### config.mk
export PLATFORM = sky130hd
export DESIGN_NAME = rtc_update_engine
export DESIGN_NICKNAME = d
export VERILOG_FILES = /design/src/rtl/rtc_pkg.sv /design/src/rtl/rtc_tick_timer.sv /design/src/rtl/rtc_time_adv.sv /design/src/rtl/rtc_alarm_cmp.sv /design/src/rtl/rtc_update_engine.sv
export SDC_FILE = /design/constraint.sdc
export NUM_CORES = 1
export LEC_CHECK = 0
export ABC_CLOCK_PERIOD_IN_PS = 7800
export BUFFER_PORTS_ARGS = -buffer_cell sky130_fd_sc_hd__buf_4
export CAP_MARGIN = 20
export CORE_MARGIN = 2
export CORE_UTILIZATION = 60
export DETAILED_ROUTE_END_ITERATION = 6
export GPL_TIMING_DRIVEN = 0
export HOLD_SLACK_MARGIN = 0.15
export PLACE_DENSITY = 0.77
export SETUP_SLACK_MARGIN = 0.3
export SYNTH_ARGS = -nofsm -noshare
export SYNTH_HDL_FRONTEND = slang
export SYNTH_SLANG_ARGS = --single-unit
### constraint.sdc
create_clock -name clk_i -period 7.8 [get_ports clk_i]
set_input_delay 1.17 -clock clk_i [delete_from_list [all_inputs] [get_ports clk_i]]
set_output_delay 1.17 -clock clk_i [all_outputs]
set_load 0.05 [all_outputs]
### src/rtl/rtc_pkg.sv
package rtc_pkg;
  localparam int unsigned ADDR_W      = 4;
  localparam int unsigned NUM_REGS    = 11;
  localparam int unsigned TIME_FIELDS = 7;
  localparam int unsigned A_HR        = 2;
  localparam int unsigned A_SALM      = 7;
  localparam int unsigned A_MALM      = 8;
  localparam int unsigned A_HALM      = 9;
  localparam int unsigned A_DALM      = 10;

  typedef struct packed {
    logic [5:0] sec;
    logic [5:0] min;
    logic [4:0] hr;
    logic [2:0] dow;
    logic [4:0] date;
    logic [3:0] mon;
    logic [6:0] yr;
  } rtc_time_t;

  function automatic logic [7:0] enc_byte(input logic [6:0] v, input logic bin);
    logic [6:0] tens, ones;
    tens = v / 7'd10;
    ones = v - tens * 7'd10;
    return bin ? {1'b0, v} : {tens[3:0], ones[3:0]};
  endfunction

  function automatic logic [6:0] dec_byte(input logic [7:0] b, input logic bin);
    return bin ? b[6:0] : ({3'd0, b[7:4]} * 7'd10 + {3'd0, b[3:0]});
  endfunction

  function automatic logic [7:0] enc_hour(input logic [4:0] h, input logic bin,
                                          input logic h24);
    logic [4:0] h12;
    logic [7:0] e;
    if (h24) return enc_byte({2'd0, h}, bin);
    if (h == 5'd0)       h12 = 5'd12;
    else if (h > 5'd12)  h12 = h - 5'd12;
    else                 h12 = h;
    e = enc_byte({2'd0, h12}, bin);
    return {(h >= 5'd12), e[6:0]};
  endfunction

  function automatic logic [4:0] dec_hour(input logic [7:0] b, input logic bin,
                                          input logic h24);
    logic [6:0] v;
    if (h24) begin
      v = dec_byte(b, bin);
      return v[4:0];
    end
    v = dec_byte({1'b0, b[6:0]}, bin);
    return ((v[4:0] == 5'd12) ? 5'd0 : v[4:0]) + (b[7] ? 5'd12 : 5'd0);
  endfunction

  function automatic logic [4:0] month_days(input logic [3:0] mon, input logic [6:0] yr);
    case (mon)
      4'd2:                    return (yr[1:0] == 2'b00) ? 5'd29 : 5'd28;
      4'd4, 4'd6, 4'd9, 4'd11: return 5'd30;
      default:                 return 5'd31;
    endcase
  endfunction
endpackage

### src/rtl/rtc_tick_timer.sv
module rtc_tick_timer #(
  parameter int unsigned TICKS_PER_SEC  = 4096,
  parameter int unsigned UIP_LEAD_TICKS = 1
) (
  input  logic clk_i,
  input  logic rst_ni,
  input  logic run_i,
  input  logic tick_i,
  output logic step_o,
  output logic done_o,
  output logic uip_o
);
  localparam int unsigned CW     = $clog2(TICKS_PER_SEC);
  localparam int unsigned HALF   = TICKS_PER_SEC / 2;
  localparam int unsigned LAST   = TICKS_PER_SEC - 1;
  localparam int unsigned UIP_AT = TICKS_PER_SEC - UIP_LEAD_TICKS - 1;

  logic [CW-1:0] cnt_q;
  logic          step_q, done_q, uip_q;
  logic          wrap;

  assign wrap = tick_i && (cnt_q == CW'(LAST));

  always_ff @(posedge clk_i or negedge rst_ni) begin
    if (!rst_ni) begin
      cnt_q  <= CW'(HALF);
      step_q <= 1'b0;
      done_q <= 1'b0;
      uip_q  <= 1'b0;
    end else if (!run_i) begin
      // held mid-second so the first advance lands half a second after start
      cnt_q  <= CW'(HALF);
      step_q <= 1'b0;
      done_q <= 1'b0;
      uip_q  <= 1'b0;
    end else begin
      step_q <= wrap;
      done_q <= step_q;
      if (tick_i) cnt_q <= wrap ? '0 : cnt_q + 1'b1;
      if (tick_i && cnt_q == CW'(UIP_AT)) uip_q <= 1'b1;
      else if (done_q)                    uip_q <= 1'b0;
    end
  end

  assign step_o = step_q;
  assign done_o = done_q;
  assign uip_o  = uip_q;
endmodule

### src/rtl/rtc_time_adv.sv
module rtc_time_adv
  import rtc_pkg::*;
(
  input  logic                   clk_i,
  input  logic                   rst_ni,
  input  logic                   step_i,
  input  logic                   load_i,
  input  logic [TIME_FIELDS-1:0] load_mask_i,
  input  rtc_time_t              load_val_i,
  input  logic                   dst_en_i,
  output rtc_time_t              time_o
);
  rtc_time_t time_q, base, nxt;
  logic      fall_done_q;
  logic      at_159, spring, fall, eod;

  always_comb begin
    base = time_q;
    if (load_i) begin
      if (load_mask_i[0]) base.sec  = load_val_i.sec;
      if (load_mask_i[1]) base.min  = load_val_i.min;
      if (load_mask_i[2]) base.hr   = load_val_i.hr;
      if (load_mask_i[3]) base.dow  = load_val_i.dow;
      if (load_mask_i[4]) base.date = load_val_i.date;
      if (load_mask_i[5]) base.mon  = load_val_i.mon;
      if (load_mask_i[6]) base.yr   = load_val_i.yr;
    end
    at_159 = base.hr == 5'd1 && base.min == 6'd59 && base.sec == 6'd59;
    spring = dst_en_i && at_159 && base.mon == 4'd4 && base.dow == 3'd1 &&
             base.date <= 5'd7;
    fall   = dst_en_i && at_159 && base.mon == 4'd10 && base.dow == 3'd1 &&
             base.date >= 5'd25 && !fall_done_q;
    eod    = base.hr == 5'd23 && base.min == 6'd59 && base.sec == 6'd59;

    nxt = base;
    if (spring) begin
      nxt.hr = 5'd3; nxt.min = '0; nxt.sec = '0;
    end else if (fall) begin
      nxt.hr = 5'd1; nxt.min = '0; nxt.sec = '0;
    end else if (base.sec != 6'd59) begin
      nxt.sec = base.sec + 6'd1;
    end else begin
      nxt.sec = '0;
      if (base.min != 6'd59) nxt.min = base.min + 6'd1;
      else begin
        nxt.min = '0;
        if (base.hr != 5'd23) nxt.hr = base.hr + 5'd1;
        else begin
          nxt.hr  = '0;
          nxt.dow = (base.dow == 3'd7) ? 3'd1 : base.dow + 3'd1;
          if (base.date >= month_days(base.mon, base.yr)) begin
            nxt.date = 5'd1;
            if (base.mon == 4'd12) begin
              nxt.mon = 4'd1;
              nxt.yr  = (base.yr == 7'd99) ? 7'd0 : base.yr + 7'd1;
            end else nxt.mon = base.mon + 4'd1;
          end else nxt.date = base.date + 5'd1;
        end
      end
    end
  end

  always_ff @(posedge clk_i or negedge rst_ni) begin
    if (!rst_ni) begin
      time_q      <= '{sec: '0, min: '0, hr: '0, dow: 3'd1, date: 5'd1, mon: 4'd1, yr: '0};
      fall_done_q <= 1'b0;
    end else begin
      if (step_i)      time_q <= nxt;
      else if (load_i) time_q <= base;
      if (step_i && fall)     fall_done_q <= 1'b1;
      else if (step_i && eod) fall_done_q <= 1'b0;
    end
  end

  assign time_o = time_q;
endmodule

### src/rtl/rtc_alarm_cmp.sv
module rtc_alarm_cmp (
  input  logic [2:0][7:0] now_hms_i,
  input  logic [2:0][7:0] alm_hms_i,
  input  logic [7:0]      now_date_i,
  input  logic [7:0]      alm_date_i,
  output logic            match_o
);
  logic [2:0] hit;

  for (genvar i = 0; i < 3; i++) begin : g_slot
    assign hit[i] = (alm_hms_i[i][7:6] == 2'b11) || (alm_hms_i[i] == now_hms_i[i]);
  end

  assign match_o = (&hit) && ((alm_date_i == 8'h00) || (alm_date_i == now_date_i));
endmodule

### src/rtl/rtc_update_engine.sv
module rtc_update_engine
  import rtc_pkg::*;
#(
  parameter int unsigned TICKS_PER_SEC  = 4096,
  parameter int unsigned UIP_LEAD_TICKS = 1
) (
  input  logic              clk_i,
  input  logic              rst_ni,
  input  logic              tick_i,
  input  logic              osc_run_i,
  input  logic              bin_fmt_i,
  input  logic              hr24_i,
  input  logic              dst_en_i,
  input  logic              inhibit_i,
  input  logic              wr_en_i,
  input  logic [ADDR_W-1:0] wr_addr_i,
  input  logic [7:0]        wr_data_i,
  input  logic [ADDR_W-1:0] rd_addr_i,
  output logic [7:0]        rd_data_o,
  output logic              uip_o,
  output logic              upd_done_o,
  output logic              alarm_o
);
  localparam logic [ADDR_W-1:0] LAST_ADDR = ADDR_W'(NUM_REGS - 1);
  localparam logic [ADDR_W-1:0] LAST_TIME = ADDR_W'(TIME_FIELDS - 1);

  logic                   step, done, uip_raw, match;
  logic                   inh_q, load;
  logic [TIME_FIELDS-1:0] dirty_q;
  logic [7:0]             buf_q [NUM_REGS];
  logic [6:0]             fld [TIME_FIELDS];
  logic [7:0]             fmt_time [TIME_FIELDS];
  rtc_time_t              cur, load_val;

  rtc_tick_timer #(
    .TICKS_PER_SEC (TICKS_PER_SEC),
    .UIP_LEAD_TICKS(UIP_LEAD_TICKS)
  ) u_timer (
    .clk_i (clk_i),
    .rst_ni(rst_ni),
    .run_i (osc_run_i),
    .tick_i(tick_i),
    .step_o(step),
    .done_o(done),
    .uip_o (uip_raw)
  );

  assign load = inh_q && !inhibit_i;

  always_comb begin
    logic [6:0] tmp;
    tmp = dec_byte(buf_q[0], bin_fmt_i);  load_val.sec  = tmp[5:0];
    tmp = dec_byte(buf_q[1], bin_fmt_i);  load_val.min  = tmp[5:0];
    load_val.hr = dec_hour(buf_q[A_HR], bin_fmt_i, hr24_i);
    tmp = dec_byte(buf_q[3], bin_fmt_i);  load_val.dow  = tmp[2:0];
    tmp = dec_byte(buf_q[4], bin_fmt_i);  load_val.date = tmp[4:0];
    tmp = dec_byte(buf_q[5], bin_fmt_i);  load_val.mon  = tmp[3:0];
    tmp = dec_byte(buf_q[6], bin_fmt_i);  load_val.yr   = tmp;
  end

  rtc_time_adv u_adv (
    .clk_i      (clk_i),
    .rst_ni     (rst_ni),
    .step_i     (step),
    .load_i     (load),
    .load_mask_i(dirty_q),
    .load_val_i (load_val),
    .dst_en_i   (dst_en_i),
    .time_o     (cur)
  );

  assign fld[0] = {1'b0, cur.sec};
  assign fld[1] = {1'b0, cur.min};
  assign fld[2] = {2'b0, cur.hr};
  assign fld[3] = {4'b0, cur.dow};
  assign fld[4] = {2'b0, cur.date};
  assign fld[5] = {3'b0, cur.mon};
  assign fld[6] = cur.yr;

  for (genvar i = 0; i < TIME_FIELDS; i++) begin : g_fmt
    if (i == A_HR) begin : g_hr
      assign fmt_time[i] = enc_hour(fld[i][4:0], bin_fmt_i, hr24_i);
    end else begin : g_plain
      assign fmt_time[i] = enc_byte(fld[i], bin_fmt_i);
    end
  end

  rtc_alarm_cmp u_alarm (
    .now_hms_i ({fmt_time[A_HR], fmt_time[1], fmt_time[0]}),
    .alm_hms_i ({buf_q[A_HALM], buf_q[A_MALM], buf_q[A_SALM]}),
    .now_date_i(fmt_time[4]),
    .alm_date_i(buf_q[A_DALM]),
    .match_o   (match)
  );

  always_ff @(posedge clk_i or negedge rst_ni) begin
    if (!rst_ni) begin
      inh_q   <= 1'b0;
      dirty_q <= '0;
      for (int i = 0; i < NUM_REGS; i++) buf_q[i] <= '0;
    end else begin
      inh_q <= inhibit_i;
      if (load) dirty_q <= '0;
      else if (wr_en_i && inhibit_i && wr_addr_i <= LAST_TIME)
        dirty_q[wr_addr_i[2:0]] <= 1'b1;
      if (done && !inhibit_i)
        for (int i = 0; i < TIME_FIELDS; i++) buf_q[i] <= fmt_time[i];
      if (wr_en_i && wr_addr_i <= LAST_ADDR) buf_q[wr_addr_i] <= wr_data_i;
    end
  end

  assign rd_data_o  = (rd_addr_i <= LAST_ADDR) ? buf_q[rd_addr_i] : 8'h00;
  assign uip_o      = uip_raw && !inhibit_i;
  assign upd_done_o = done;
  assign alarm_o    = done && match;
endmodule

==> flow_metrics.env <==
export IMPL_status="finished clean"
export IMPL_rows=52
export IMPL_fin_crit_ns=7.35
export IMPL_num_vias=11300
export IMPL_tightest_slew_ns=1.12
export IMPL_max_freq_mhz=136
export IMPL_dr_wl_met3_um=4100
export IMPL_endpoint_kind="primary output"
export IMPL_wl_met2_um=16500
export IMPL_port_buffers=28
export IMPL_arrival_ns=6.18
export IMPL_min_period_over_period_pct=94.2
export IMPL_yosysTopAreaCellShare_pct=29.6
export IMPL_syn_avg_cell_area_um2=8.64
export IMPL_die_x_um=146
export IMPL_grt_start_max_net_pins=80
export IMPL_syn_inst=1409
export IMPL_met1_length_um=16600
export IMPL_yosys_area_top_type="dfrtp_1"
export IMPL_initialDrtViolationCount=1183
export IMPL_syn_area_mm2=0.0122
export IMPL_ant_nets=0
export IMPL_htreeDepth=4
export IMPL_drc=0
export IMPL_design_area_mm2=0.0135
export IMPL_routedWlPerCell_um=22.4
export IMPL_final_common_cell="nand2_1"
export IMPL_crit_path_frequent_cell="ha_1"
export IMPL_routed_wl_um=39100
export IMPL_r2r_slack_ns=2.56
export IMPL_peakVddDrop_v=0.000166
export IMPL_max_stage_delay_ns=0.44
export IMPL_clk_pin_slew_ns=0.07
export IMPL_synth_seq_cells=148
export IMPL_ys_warn_count=0
export IMPL_synth_edf_count=0
export IMPL_path_buf_inv=4
export IMPL_cp_top_family="compound AO/OA/AOI/OAI gates"
export IMPL_area_delta_synth_final_pct=11.0
export IMPL_grt_pass1_wl_um=61100
export IMPL_synth_distinct_cells=83
export IMPL_die_height_um=146
export IMPL_die_area_mm2=0.0214
export IMPL_min_path_cells=2
export IMPL_hpwl_um=29200
export IMPL_critPathKind="reg2out"
export IMPL_r2r_cells=22
export IMPL_layout_nets=1576
export IMPL_grt_overflow_total=0
export IMPL_finalSetupViolCount=0
export IMPL_dr_pass1_iters=5
export IMPL_setup_tns_ns=0
export IMPL_synthesis_nets=1520
export IMPL_rsz0062_at_grt="true"
export IMPL_hold_path_class="reg2reg"
export IMPL_final_cell_mix="174 x nand2_1, 143 x dfrtp_1, 114 x nor2_1"
export IMPL_first_global_vias=10700
export IMPL_core_mm2=0.0201
export IMPL_place_gp_congestion=0.997
export IMPL_drive_above_1_share_pct=12.7
export IMPL_finClkSkew_ns=0.0158
export IMPL_cts_buffer_depth=2
export IMPL_cp_required_ns=6.63
export IMPL_cts_sinks=148
export IMPL_antenna_found_initial=0
export IMPL_synth_main_ff_cell="dfrtp_1"
export IMPL_hold_viol=0
export IMPL_leakage_nw=5.94
export IMPL_relSlewSlack_pct=24.4
export IMPL_path_cells="clkbuf_1, nor2_1, inv_1, ha_1, a21o_1, inv_1, ha_1, nand2b_1, a2111oi_2, a22oi_1, ha_1, fa_1, mux2_2, and3_1, a311o_1, nor2_1, mux2i_1, nand4_1, a2111o_1, a2111oi_2, buf_4"
export IMPL_synthArstFlopShare_pct=100
export IMPL_netlist_top_cells_area="dfrtp_1 30%, ha_1 7.4%, nand2_1 5.4%"
export IMPL_tritoncts="yes"
export IMPL_io_pins=36
export IMPL_slew_violations=0
export IMPL_seq_area_frac_synth_pct=30.5
export IMPL_start_kind="flop"
export IMPL_holdWs_ns=0.509
export IMPL_critical_path_slowest_cell="fa_1"
export IMPL_powerDensity_mw_per_mm2=279
export IMPL_start_util_pct=60.6
export IMPL_cp_max_fo=10
export IMPL_cts_inserted_buffers=17
export IMPL_clock_root_buffer="clkbuf_16"
export IMPL_clk_latency_ns=0.45
export IMPL_highest_layer="met4"
export IMPL_track_usage_pct=37.1
export IMPL_diodes=0
export IMPL_placed_area_mm2=0.0128
export IMPL_cap_viol_max_count=0
export IMPL_via_per_inst=6.49
export IMPL_path_depth=21
report_power, final:
group	internal [mW]	total (mW)	switching, mW
Combinational	0.697	1.68	0.978
Clock	0.552	0.948	0.396
Sequential	0.918	1.15	0.234
routing by layer:
layer	vias up	track usage, %
li1	5192	-
met1	5429	52.0
met2	595	53.7
met3	132	9.78
met4	0	17.9
met5	-	0
worst reg2reg max path: stages, from the launching register on:
cell	delay (ns)
dfrtp_2	0.42
buf_4	0.21
clkinvlp_4	0.18
ha_1	0.24
or3b_2	0.21
a31oi_1	0.11
o21ai_2	0.20
ha_1	0.21
or3b_2	0.47
o21a_1	0.24
ha_1	0.29
nand2b_1	0.10
a221o_1	0.14
mux2i_1	0.07
o211ai_1	0.17
ha_1	0.21
inv_1	0.05
fa_1	0.36
xor2_1	0.18
o21a_1	0.17
o31ai_1	0.48
o21ai_0	0.14
mux2_2	0.28
synthesized netlist by cell type, types with 11 or more instances:
cell and instances:
clkbuf_1 54, xor2_1 29, nand2b_1 23, ha_1 72, o21ai_0 95, buf_1 11
mux4_2 17, nand3_1 40, nor2_1 114, xnor2_1 19, a211oi_1 11, o22ai_1 16
mux2i_1 59, inv_1 66, a21o_1 12, a31oi_1 12, nor2b_1 21, nor3_1 28
o31ai_1 15, nand2_1 174, and3_1 13, dfrtp_1 144, a21oi_1 105, and2_1 13
fa_1 14, mux2_2 46
cell type report:
class,count,area (um2)
well taps,270,338
fillers,1648,6590
clock inverters,15,235
multi-input cells,1115,7900
clock buffers,17,425
flip-flops and latches,148,3710
repair buffers,37,299
inverters,66,251
plain buffers,80,360
final timing paths:
kind / from / to
max reg2reg: u_adv.time_o[21] / buf_q[67]
min: u_adv.fall_done_q / u_adv.fall_done_q
min reg2reg: u_adv.fall_done_q / u_adv.fall_done_q
max in group asynchronous: rst_ni / u_timer.cnt_q[11]
min in group asynchronous: rst_ni / asynchronous set/reset pin
max: u_adv.time_o[14] / alarm_o
logic make-up (layout without fill, tap and decap cells):
group	count (synthesis)	in the layout	share of synthesized area, %
AOI/OAI and AO/OA	357	357	18.6
xor gates and xnor gates	52	52	4.20
adders and majority gates	86	86	9.70
buffers and inverters	146	215	4.92
DFF	148	148	30.5
muxes	123	123	12.3
and+or+nand+nor	497	497	19.8
what timing repair did:
action | 4_1_cts | 5_1_grt
setup buffers | 0 | 6
hold buffers | 0 | 0
setup endpoints to repair | 1 | 11
resized for setup | 6 | 16
pin swaps | 0 | 1
per-stage QoR:
step | setup WS (ns) | util (%) | std cells | power [mW]
after global placement | 0.134 | 63.3 | 1707 | 2.70
after global routing | 0.140 | 67.2 | 1748 | 3.99
after floorplan | 0.684 | - | 1409 | 2.28
after detailed placement | 0.0948 | 63.5 | 1710 | 2.75
after CTS | 0.305 | 66.9 | 1742 | 3.70
final | 0.451 | 67.2 | 1748 | 3.77
Note: power is estimated with default switching activity, not from simulation.
